File: src/rtl/srx_pkg.sv
package srx_pkg;

    localparam int BUS_W = 8;

    typedef enum logic [2:0] {
        A_CTRL = 3'd0,
        A_STAT = 3'd1,
        A_DATA = 3'd2,
        A_DIVL = 3'd3,
        A_DIVH = 3'd4
    } reg_addr_e;

    typedef enum logic [1:0] {
        MODE_IDLE   = 2'd0,
        MODE_SINGLE = 2'd1,
        MODE_CONT   = 2'd2
    } rx_mode_e;

    // control byte: [0] one-shot, [1] streaming, [2] ninth bit,
    // [3] clock polarity, [4] wide divisor, [5] irq enable, [7:6] spare
    typedef struct packed {
        logic [1:0] spare;
        logic       irq_en;
        logic       wide;
        logic       pol;
        logic       nine;
        logic       cont;
        logic       single;
    } ctrl_t;

    // streaming has precedence over one-shot
    function automatic rx_mode_e pick_mode(input ctrl_t c);
        if (c.cont)
            return MODE_CONT;
        else if (c.single)
            return MODE_SINGLE;
        return MODE_IDLE;
    endfunction

    function automatic logic [2*BUS_W-1:0] eff_div(input logic wide,
                                                   input logic [BUS_W-1:0] hi,
                                                   input logic [BUS_W-1:0] lo);
        return wide ? {hi, lo} : {{BUS_W{1'b0}}, lo};
    endfunction

endpackage

File: src/rtl/srx_baud.sv
module srx_baud #(
    parameter int DIV_W = 16
) (
    input  logic             clk,
    input  logic             rst,
    input  logic             run,
    input  logic [DIV_W-1:0] div,
    output logic             ph_o,
    output logic             fall_o
);
    logic [DIV_W-1:0] cnt_q;
    logic             ph_q;
    logic             wrap;

    assign wrap = (cnt_q == div);

    always_ff @(posedge clk) begin
        if (rst || !run) begin
            cnt_q <= '0;
            ph_q  <= 1'b0;
        end else if (wrap) begin
            cnt_q <= '0;
            ph_q  <= ~ph_q;
        end else begin
            cnt_q <= cnt_q + 1'b1;
        end
    end

    assign ph_o   = ph_q;
    assign fall_o = run && wrap && ph_q;
endmodule

File: src/rtl/srx_shift.sv
module srx_shift #(
    parameter int DATA_W = 8
) (
    input  logic            clk,
    input  logic            rst,
    input  logic            run,
    input  logic            fall,
    input  logic            nine,
    input  logic            din,
    output logic            done_o,
    output logic [DATA_W:0] word_o
);
    localparam int SH_W   = DATA_W + 1;
    localparam int BCNT_W = $clog2(SH_W + 1);
    localparam logic [BCNT_W-1:0] LAST9 = BCNT_W'(SH_W - 1);
    localparam logic [BCNT_W-1:0] LAST8 = BCNT_W'(SH_W - 2);

    logic [SH_W-1:0]   sh_q;
    logic [BCNT_W-1:0] bcnt_q;
    logic [SH_W-1:0]   sh_nxt;
    logic              last;

    assign sh_nxt = {din, sh_q[SH_W-1:1]};
    assign last   = (bcnt_q == (nine ? LAST9 : LAST8));

    always_ff @(posedge clk) begin
        if (rst || !run) begin
            sh_q   <= '0;
            bcnt_q <= '0;
        end else if (fall) begin
            sh_q   <= sh_nxt;
            bcnt_q <= last ? '0 : bcnt_q + 1'b1;
        end
    end

    assign done_o = fall && last;
    assign word_o = nine ? sh_nxt : {1'b0, sh_nxt[SH_W-1:1]};
endmodule

File: src/rtl/srx_regs.sv
module srx_regs
    import srx_pkg::*;
#(
    parameter int DATA_W = 8,
    parameter int ADDR_W = 3
) (
    input  logic                 clk,
    input  logic                 rst,
    input  logic                 bus_wr,
    input  logic                 bus_rd,
    input  logic [ADDR_W-1:0]    bus_addr,
    input  logic [BUS_W-1:0]     bus_wdata,
    output logic [BUS_W-1:0]     bus_rdata,
    input  logic                 done,
    input  logic [DATA_W:0]      word,
    output ctrl_t                ctrl_o,
    output logic [2*BUS_W-1:0]   div_o,
    output logic                 run_o,
    output logic                 flag_o,
    output logic                 ovr_o,
    output logic [DATA_W-1:0]    hold_o,
    output logic                 irq_o
);
    localparam logic [ADDR_W-1:0] AD_CTRL = ADDR_W'(A_CTRL);
    localparam logic [ADDR_W-1:0] AD_STAT = ADDR_W'(A_STAT);
    localparam logic [ADDR_W-1:0] AD_DATA = ADDR_W'(A_DATA);
    localparam logic [ADDR_W-1:0] AD_DIVL = ADDR_W'(A_DIVL);
    localparam logic [ADDR_W-1:0] AD_DIVH = ADDR_W'(A_DIVH);

    ctrl_t             ctrl_q;
    logic [BUS_W-1:0]  divl_q, divh_q;
    logic [DATA_W-1:0] hold_q;
    logic              ninth_q, flag_q, ovr_q;
    rx_mode_e          mode;

    assign mode = pick_mode(ctrl_q);

    always_ff @(posedge clk) begin
        if (rst) begin
            ctrl_q  <= '0;
            divl_q  <= '0;
            divh_q  <= '0;
            hold_q  <= '0;
            ninth_q <= 1'b0;
            flag_q  <= 1'b0;
            ovr_q   <= 1'b0;
        end else begin
            if (bus_wr) begin
                case (bus_addr)
                    AD_CTRL: begin
                        ctrl_q <= ctrl_t'(bus_wdata);
                        if (!bus_wdata[1])
                            ovr_q <= 1'b0;
                    end
                    AD_DIVL: divl_q <= bus_wdata;
                    AD_DIVH: divh_q <= bus_wdata;
                    default: ;
                endcase
            end
            if (bus_rd && bus_addr == AD_DATA)
                flag_q <= 1'b0;
            if (done) begin
                if (mode == MODE_SINGLE)
                    ctrl_q.single <= 1'b0;
                if (flag_q) begin
                    ovr_q <= 1'b1;
                end else begin
                    hold_q  <= word[DATA_W-1:0];
                    ninth_q <= word[DATA_W];
                    flag_q  <= 1'b1;
                end
            end
        end
    end

    always_comb begin
        case (bus_addr)
            AD_CTRL: bus_rdata = ctrl_q;
            AD_STAT: bus_rdata = BUS_W'({ninth_q, ovr_q, flag_q});
            AD_DATA: bus_rdata = BUS_W'(hold_q);
            AD_DIVL: bus_rdata = divl_q;
            AD_DIVH: bus_rdata = divh_q;
            default: bus_rdata = '0;
        endcase
    end

    assign ctrl_o = ctrl_q;
    assign div_o  = eff_div(ctrl_q.wide, divh_q, divl_q);
    assign run_o  = (mode != MODE_IDLE) && !ovr_q;
    assign flag_o = flag_q;
    assign ovr_o  = ovr_q;
    assign hold_o = hold_q;
    assign irq_o  = flag_q && ctrl_q.irq_en;
endmodule

File: src/rtl/sync_master_rx.sv
module sync_master_rx
    import srx_pkg::*;
#(
    parameter int DATA_W = 8,
    parameter int ADDR_W = 3
) (
    input  logic              clk,
    input  logic              rst,
    input  logic              bus_wr,
    input  logic              bus_rd,
    input  logic [ADDR_W-1:0] bus_addr,
    input  logic [7:0]        bus_wdata,
    output logic [7:0]        bus_rdata,
    output logic              sclk_o,
    input  logic              sdata_i,
    output logic              irq_o
);
    localparam int DIV_W = 2 * BUS_W;

    ctrl_t             ctrl;
    logic [DIV_W-1:0]  div;
    logic              run, ph, fall, done, flag, ovr;
    logic [DATA_W:0]   word;
    logic [DATA_W-1:0] hold;

    srx_regs #(.DATA_W(DATA_W), .ADDR_W(ADDR_W)) u_regs (
        .clk(clk), .rst(rst), .bus_wr(bus_wr), .bus_rd(bus_rd),
        .bus_addr(bus_addr), .bus_wdata(bus_wdata), .bus_rdata(bus_rdata),
        .done(done), .word(word), .ctrl_o(ctrl), .div_o(div), .run_o(run),
        .flag_o(flag), .ovr_o(ovr), .hold_o(hold), .irq_o(irq_o)
    );

    srx_baud #(.DIV_W(DIV_W)) u_baud (
        .clk(clk), .rst(rst), .run(run), .div(div), .ph_o(ph), .fall_o(fall)
    );

    srx_shift #(.DATA_W(DATA_W)) u_shift (
        .clk(clk), .rst(rst), .run(run), .fall(fall), .nine(ctrl.nine),
        .din(sdata_i), .done_o(done), .word_o(word)
    );

    assign sclk_o = ph ^ ctrl.pol;
endmodule

File: config.mk
export PLATFORM = sky130hd
export DESIGN_NAME = sync_master_rx
export DESIGN_NICKNAME = d
export VERILOG_FILES = /design/src/rtl/srx_pkg.sv /design/src/rtl/srx_baud.sv /design/src/rtl/srx_shift.sv /design/src/rtl/srx_regs.sv /design/src/rtl/sync_master_rx.sv
export SDC_FILE = /design/constraint.sdc
export NUM_CORES = 1
export LEC_CHECK = 0
export ABC_AREA = 1
export CORE_UTILIZATION = 45
export CTS_CLUSTER_SIZE = 8
export DETAILED_ROUTE_END_ITERATION = 7
export SLEW_MARGIN = 5
export SYNTH_ARGS = -nofsm -noshare
export SYNTH_HDL_FRONTEND = slang
export SYNTH_HIERARCHICAL = 1
export SYNTH_SLANG_ARGS = --single-unit
File: constraint.sdc
create_clock -name clk -period 7.1 [get_ports clk]
set_input_delay 1.42 -clock clk [delete_from_list [all_inputs] [get_ports clk]]
set_output_delay 1.42 -clock clk [all_outputs]
set_load 0.02 [all_outputs]
==> qor_table.md <==
| Result | Reported |
|:---|:---|
| # setup viols final | 0 |
| Outcome | complete, no violations |
| Post-layout worst setup margin | 1996 ps |
| Netlist Area Pre-Place | 3633 sq um |
| Most frequent cell after synthesis | sky130_fd_sc_hd__nand2_1 |
| Most Crowded Layer GR | met2 |
| Top cells by instance count after synthesis | sky130_fd_sc_hd__nand2_1 (156), sky130_fd_sc_hd__nor2_1 (108), sky130_fd_sc_hd__inv_1 (104), sky130_fd_sc_hd__dfxtp_1 (64), sky130_fd_sc_hd__nand3_1 (45) |
| Fmax | 195.9 MHz |
| Worst Path Max Fanout | 15 |
| Y dimension of the die | 91.86 um |
| Drt initial violations | 190 |
| Number of antenna violations at the first check in global routing | 0 |
| N_diodes | 0 |
| Cts bufs inserted | 9 |
| Detail-routed net length per standard cell | 11.91 um |
| Total Die Area | 8437 sq um |
| Last weighted congestion value of the routability-driven placer | 0.8589 |
| Avg Cell Area, Syn | 6.232 sq um |
| Crit start category | input port |
| Number of global-route vias before repair | 3083 |
| Global-route wire length before repair | 14.49 mm |
| Main combinational cell family by area after synthesis | simple AND/OR/NAND/NOR gates |
| RSZ-0062 raised after global routing | no |
| Pre-Repair DR Iteration Count | 5 |
| Post-Synth Simple-Gate Area | 40.60% |
| Worst max-slew margin expressed relative to the limit | 39.31% |
| Clock insertion delay at the later pin of the skew report | 350 ps |
| Setup TNS | 0 ps |
| Transition time at the pin with the least slew margin | 904.8 ps |
| Gate count of the mapped netlist | 583 |
| Yosys cell types | 30 |
| Kind of end point of the critical path | primary output |
| Area post-placement | 3886 sq um |
| Met1 usage in global routing | 29.32% |
| Top-Level Pins | 26 |
| Residual antenna-violating net count after detailed routing | 0 |
| Resized cells post-CTS | 0 |
| Path category of the worst min-delay check | reg -> reg |
| Proportion of synthesized flip-flops having asynchronous set or reset | 0% |
| Clock tree from TritonCTS | done |
| Via count | 3365 |
| Pins Over Slew Limit | 0 |
| Number of synthesized flops with an enable pin | 0 |
| Post-synthesis compound-gate area fraction | 5.303% |
| Sequential cell area | 1281 sq um |
| Worst Path Required | 5680 ps |
| Total count of hold-check failures in the final report | 0 |
| Synthesized-area fraction occupied by xor and xnor cells | 3.375% |
| Critical Path AT | 3680 ps |
| Leading register cell type out of synthesis | sky130_fd_sc_hd__dfxtp_1 |
| Top cell type by total area after synthesis | sky130_fd_sc_hd__dfxtp_1 |
| Detailed-route vias per instance | 4.746 |
| # port buffers | 25 |
| Power Density | 185.5 nW/um^2 |
| Global-route usage over all layers | 21.97% |
| Clock transition at the registers of the reported paths | 70 ps |
| Routed WL | 8.444 mm |
| Met2 routing resource usage after global routing | 34.95% |
| Max-capacitance violation count | 0 |
| Area Overhead vs Synth | 12.64% |
| Fillers | 840 |
| HPWL reported at the end of detailed placement | 6.278 mm |
| Worst-case clock skew | 16.18 ps |
| Min Hold Slack | 470.1 ps |
| Total core area | 7767 sq um |
| Post-layout nets | 620 |
| Critical path class | in -> out |
| Mapped Nets | 601 |
| Mux share of post-synthesis cell area | 0.2755% |
| Effective utilization at floorplan | 46.78% |
| Period utilisation layout | 71.89% |
| Root buffer selected by CTS | sky130_fd_sc_hd__clkbuf_8 |
| Fraction of layout instances using a drive strength above 1 | 5.601% |
| Worst supply voltage drop on vdd | 132.1 uV |
| Clock Tree Buf Depth | 2 |
| Setup fix buffers added after clock tree synthesis | 0 |
| Syn. warnings | 6 |
| Number of clock sinks seen by CTS | 64 |
| Final standard cell area without fillers | 4093 sq um |
| Post-synthesis share of cell area spent on full adders, half adders and majority gates | 0.6887% |
| CTS hold repair buffers | 0 |
| Number of cell rows | 32 |
| Cell types occupying the most area after synthesis | sky130_fd_sc_hd__dfxtp_1 (35%), sky130_fd_sc_hd__nand2_1 (16%), sky130_fd_sc_hd__nor2_1 (11%) |
| GRT overflow | 0 |
| DP Worst Slack | 2023 ps |
| Leak | 1.855 nW |
| Pin count of the biggest net entering global routing | 36 |
| Number of H-tree branching levels | 3 |
| Post-layout min period | 5104 ps |
| Sequential fraction of the synthesis area | 35.26% |
| Die X-Extent | 91.86 um |
| Yosys reg bits | 64 |
| Drt drc | 0 |
| Multi-input gate area in the final layout | 1826 sq um |
| Met3 usage in global routing | 4.229% |
| Top cell type's share of synthesized area | 35.26% |
==> per-layer routing <==
| layer | wire, um | vias up |
|---|---|---|
| li1 | - | 1808 |
| met1 | 4256 | 1481 |
| met2 | 3781 | 63 |
| met3 | 278 | 13 |
| met4 | 127 | 0 |
| met5 | 0 | - |
==> critical path: stages <==
cell and delay, ps:
sky130_fd_sc_hd__clkdlybuf4s50_1 700, sky130_fd_sc_hd__inv_1 510, sky130_fd_sc_hd__nand3_1 160, sky130_fd_sc_hd__o21ai_0 190, sky130_fd_sc_hd__inv_1 60, sky130_fd_sc_hd__nand2_1 60
sky130_fd_sc_hd__clkdlybuf4s50_1 600
==> stage by stage <==
step | power [W] | cells | util, %
floorplan | 0.0004201 | 583 | -
detailed placement | 0.0004418 | 693 | 50.03
finish | 0.0007593 | 709 | 52.69
global placement | 0.0004408 | 693 | 50.03
CTS | 0.0007673 | 709 | 52.69
global route | 0.0007962 | 709 | 52.69
==> path summary, 6_finish.rpt <==
| check | startpoint | end | slack (ps) | cells past startpoint |
|---|---|---|---|---|
| worst max-delay path | bus_addr[2] | bus_rdata[2] | 2000 | 7 |
| worst max register to register | u_regs/ctrl_o[4] | u_regs/hold_o[2] | 3750 | 18 |
| worst min-delay path | u_regs/ninth_q | u_regs/ninth_q | 470 | 2 |
| worst min register to register | u_regs/ninth_q | u_regs/ninth_q | 470 | 2 |
==> layout make-up <==
class | instances | share of cell area, %
timing repair buffer | 25 | 6.114
tap | 102 | 3.118
sequential | 64 | 31.31
clock inverter | 5 | 1.345
multi-input combinational | 395 | 44.60
clock buffer | 11 | 3.699
inverter | 107 | 9.813
==> sequential cells by signal, indices dropped and copies added, names as in the netlist <==
name / count
u_baud/cnt_q: 16
u_regs/ninth_q: 1
u_regs/ctrl_o: 8
u_baud/ph_o: 1
u_shift/bcnt_q: 4
u_shift/sh_q: 8
u_regs/hold_o: 8
u_regs/flag_o: 1
u_regs/ovr_o: 1
u_regs/divh_q: 8
u_regs/divl_q: 8
==> cell families after synthesis <==
kind of cell,Yosys count
multiplexers,1
buffers and inverters,124
XOR/XNOR,14
AND/OR/NAND/NOR,340
AO/OA/AOI/OAI,38
flip-flops,64
adder cells (fa/ha/maj),2
==> where the power goes <==
| part | switching, W | leakage (nW) | total (W) | internal, W |
|---|---|---|---|---|
| combinational | 0.0000402 | 1.24 | 0.0000634 | 0.0000231 |
| sequential | 0.00000657 | 0.517 | 0.000371 | 0.000364 |
| clock | 0.000145 | 0.101 | 0.000325 | 0.000180 |
| total | 0.000192 | 1.85 | 0.000759 | 0.000567 |
==> cells in the final DEF (no fill, tap or decap), drive strengths merged <==
cell,netlist,final
o21ai,26,26
nor2,115,115
nand4,11,11
bufinv,0,1
nand2,160,160
nand3b,1,1
xnor2,2,2
o21bai,1,1
mux2i,1,1
clkbuf,5,11
clkinvlp,0,2
nor3,4,4
dfxtp,64,64
xor2,12,12
clkdlybuf4s50,0,25
inv,106,106
clkinv,1,3
ha,2,2
nand3,49,49
a21oi,11,11
(Power assumes the default switching activity.)
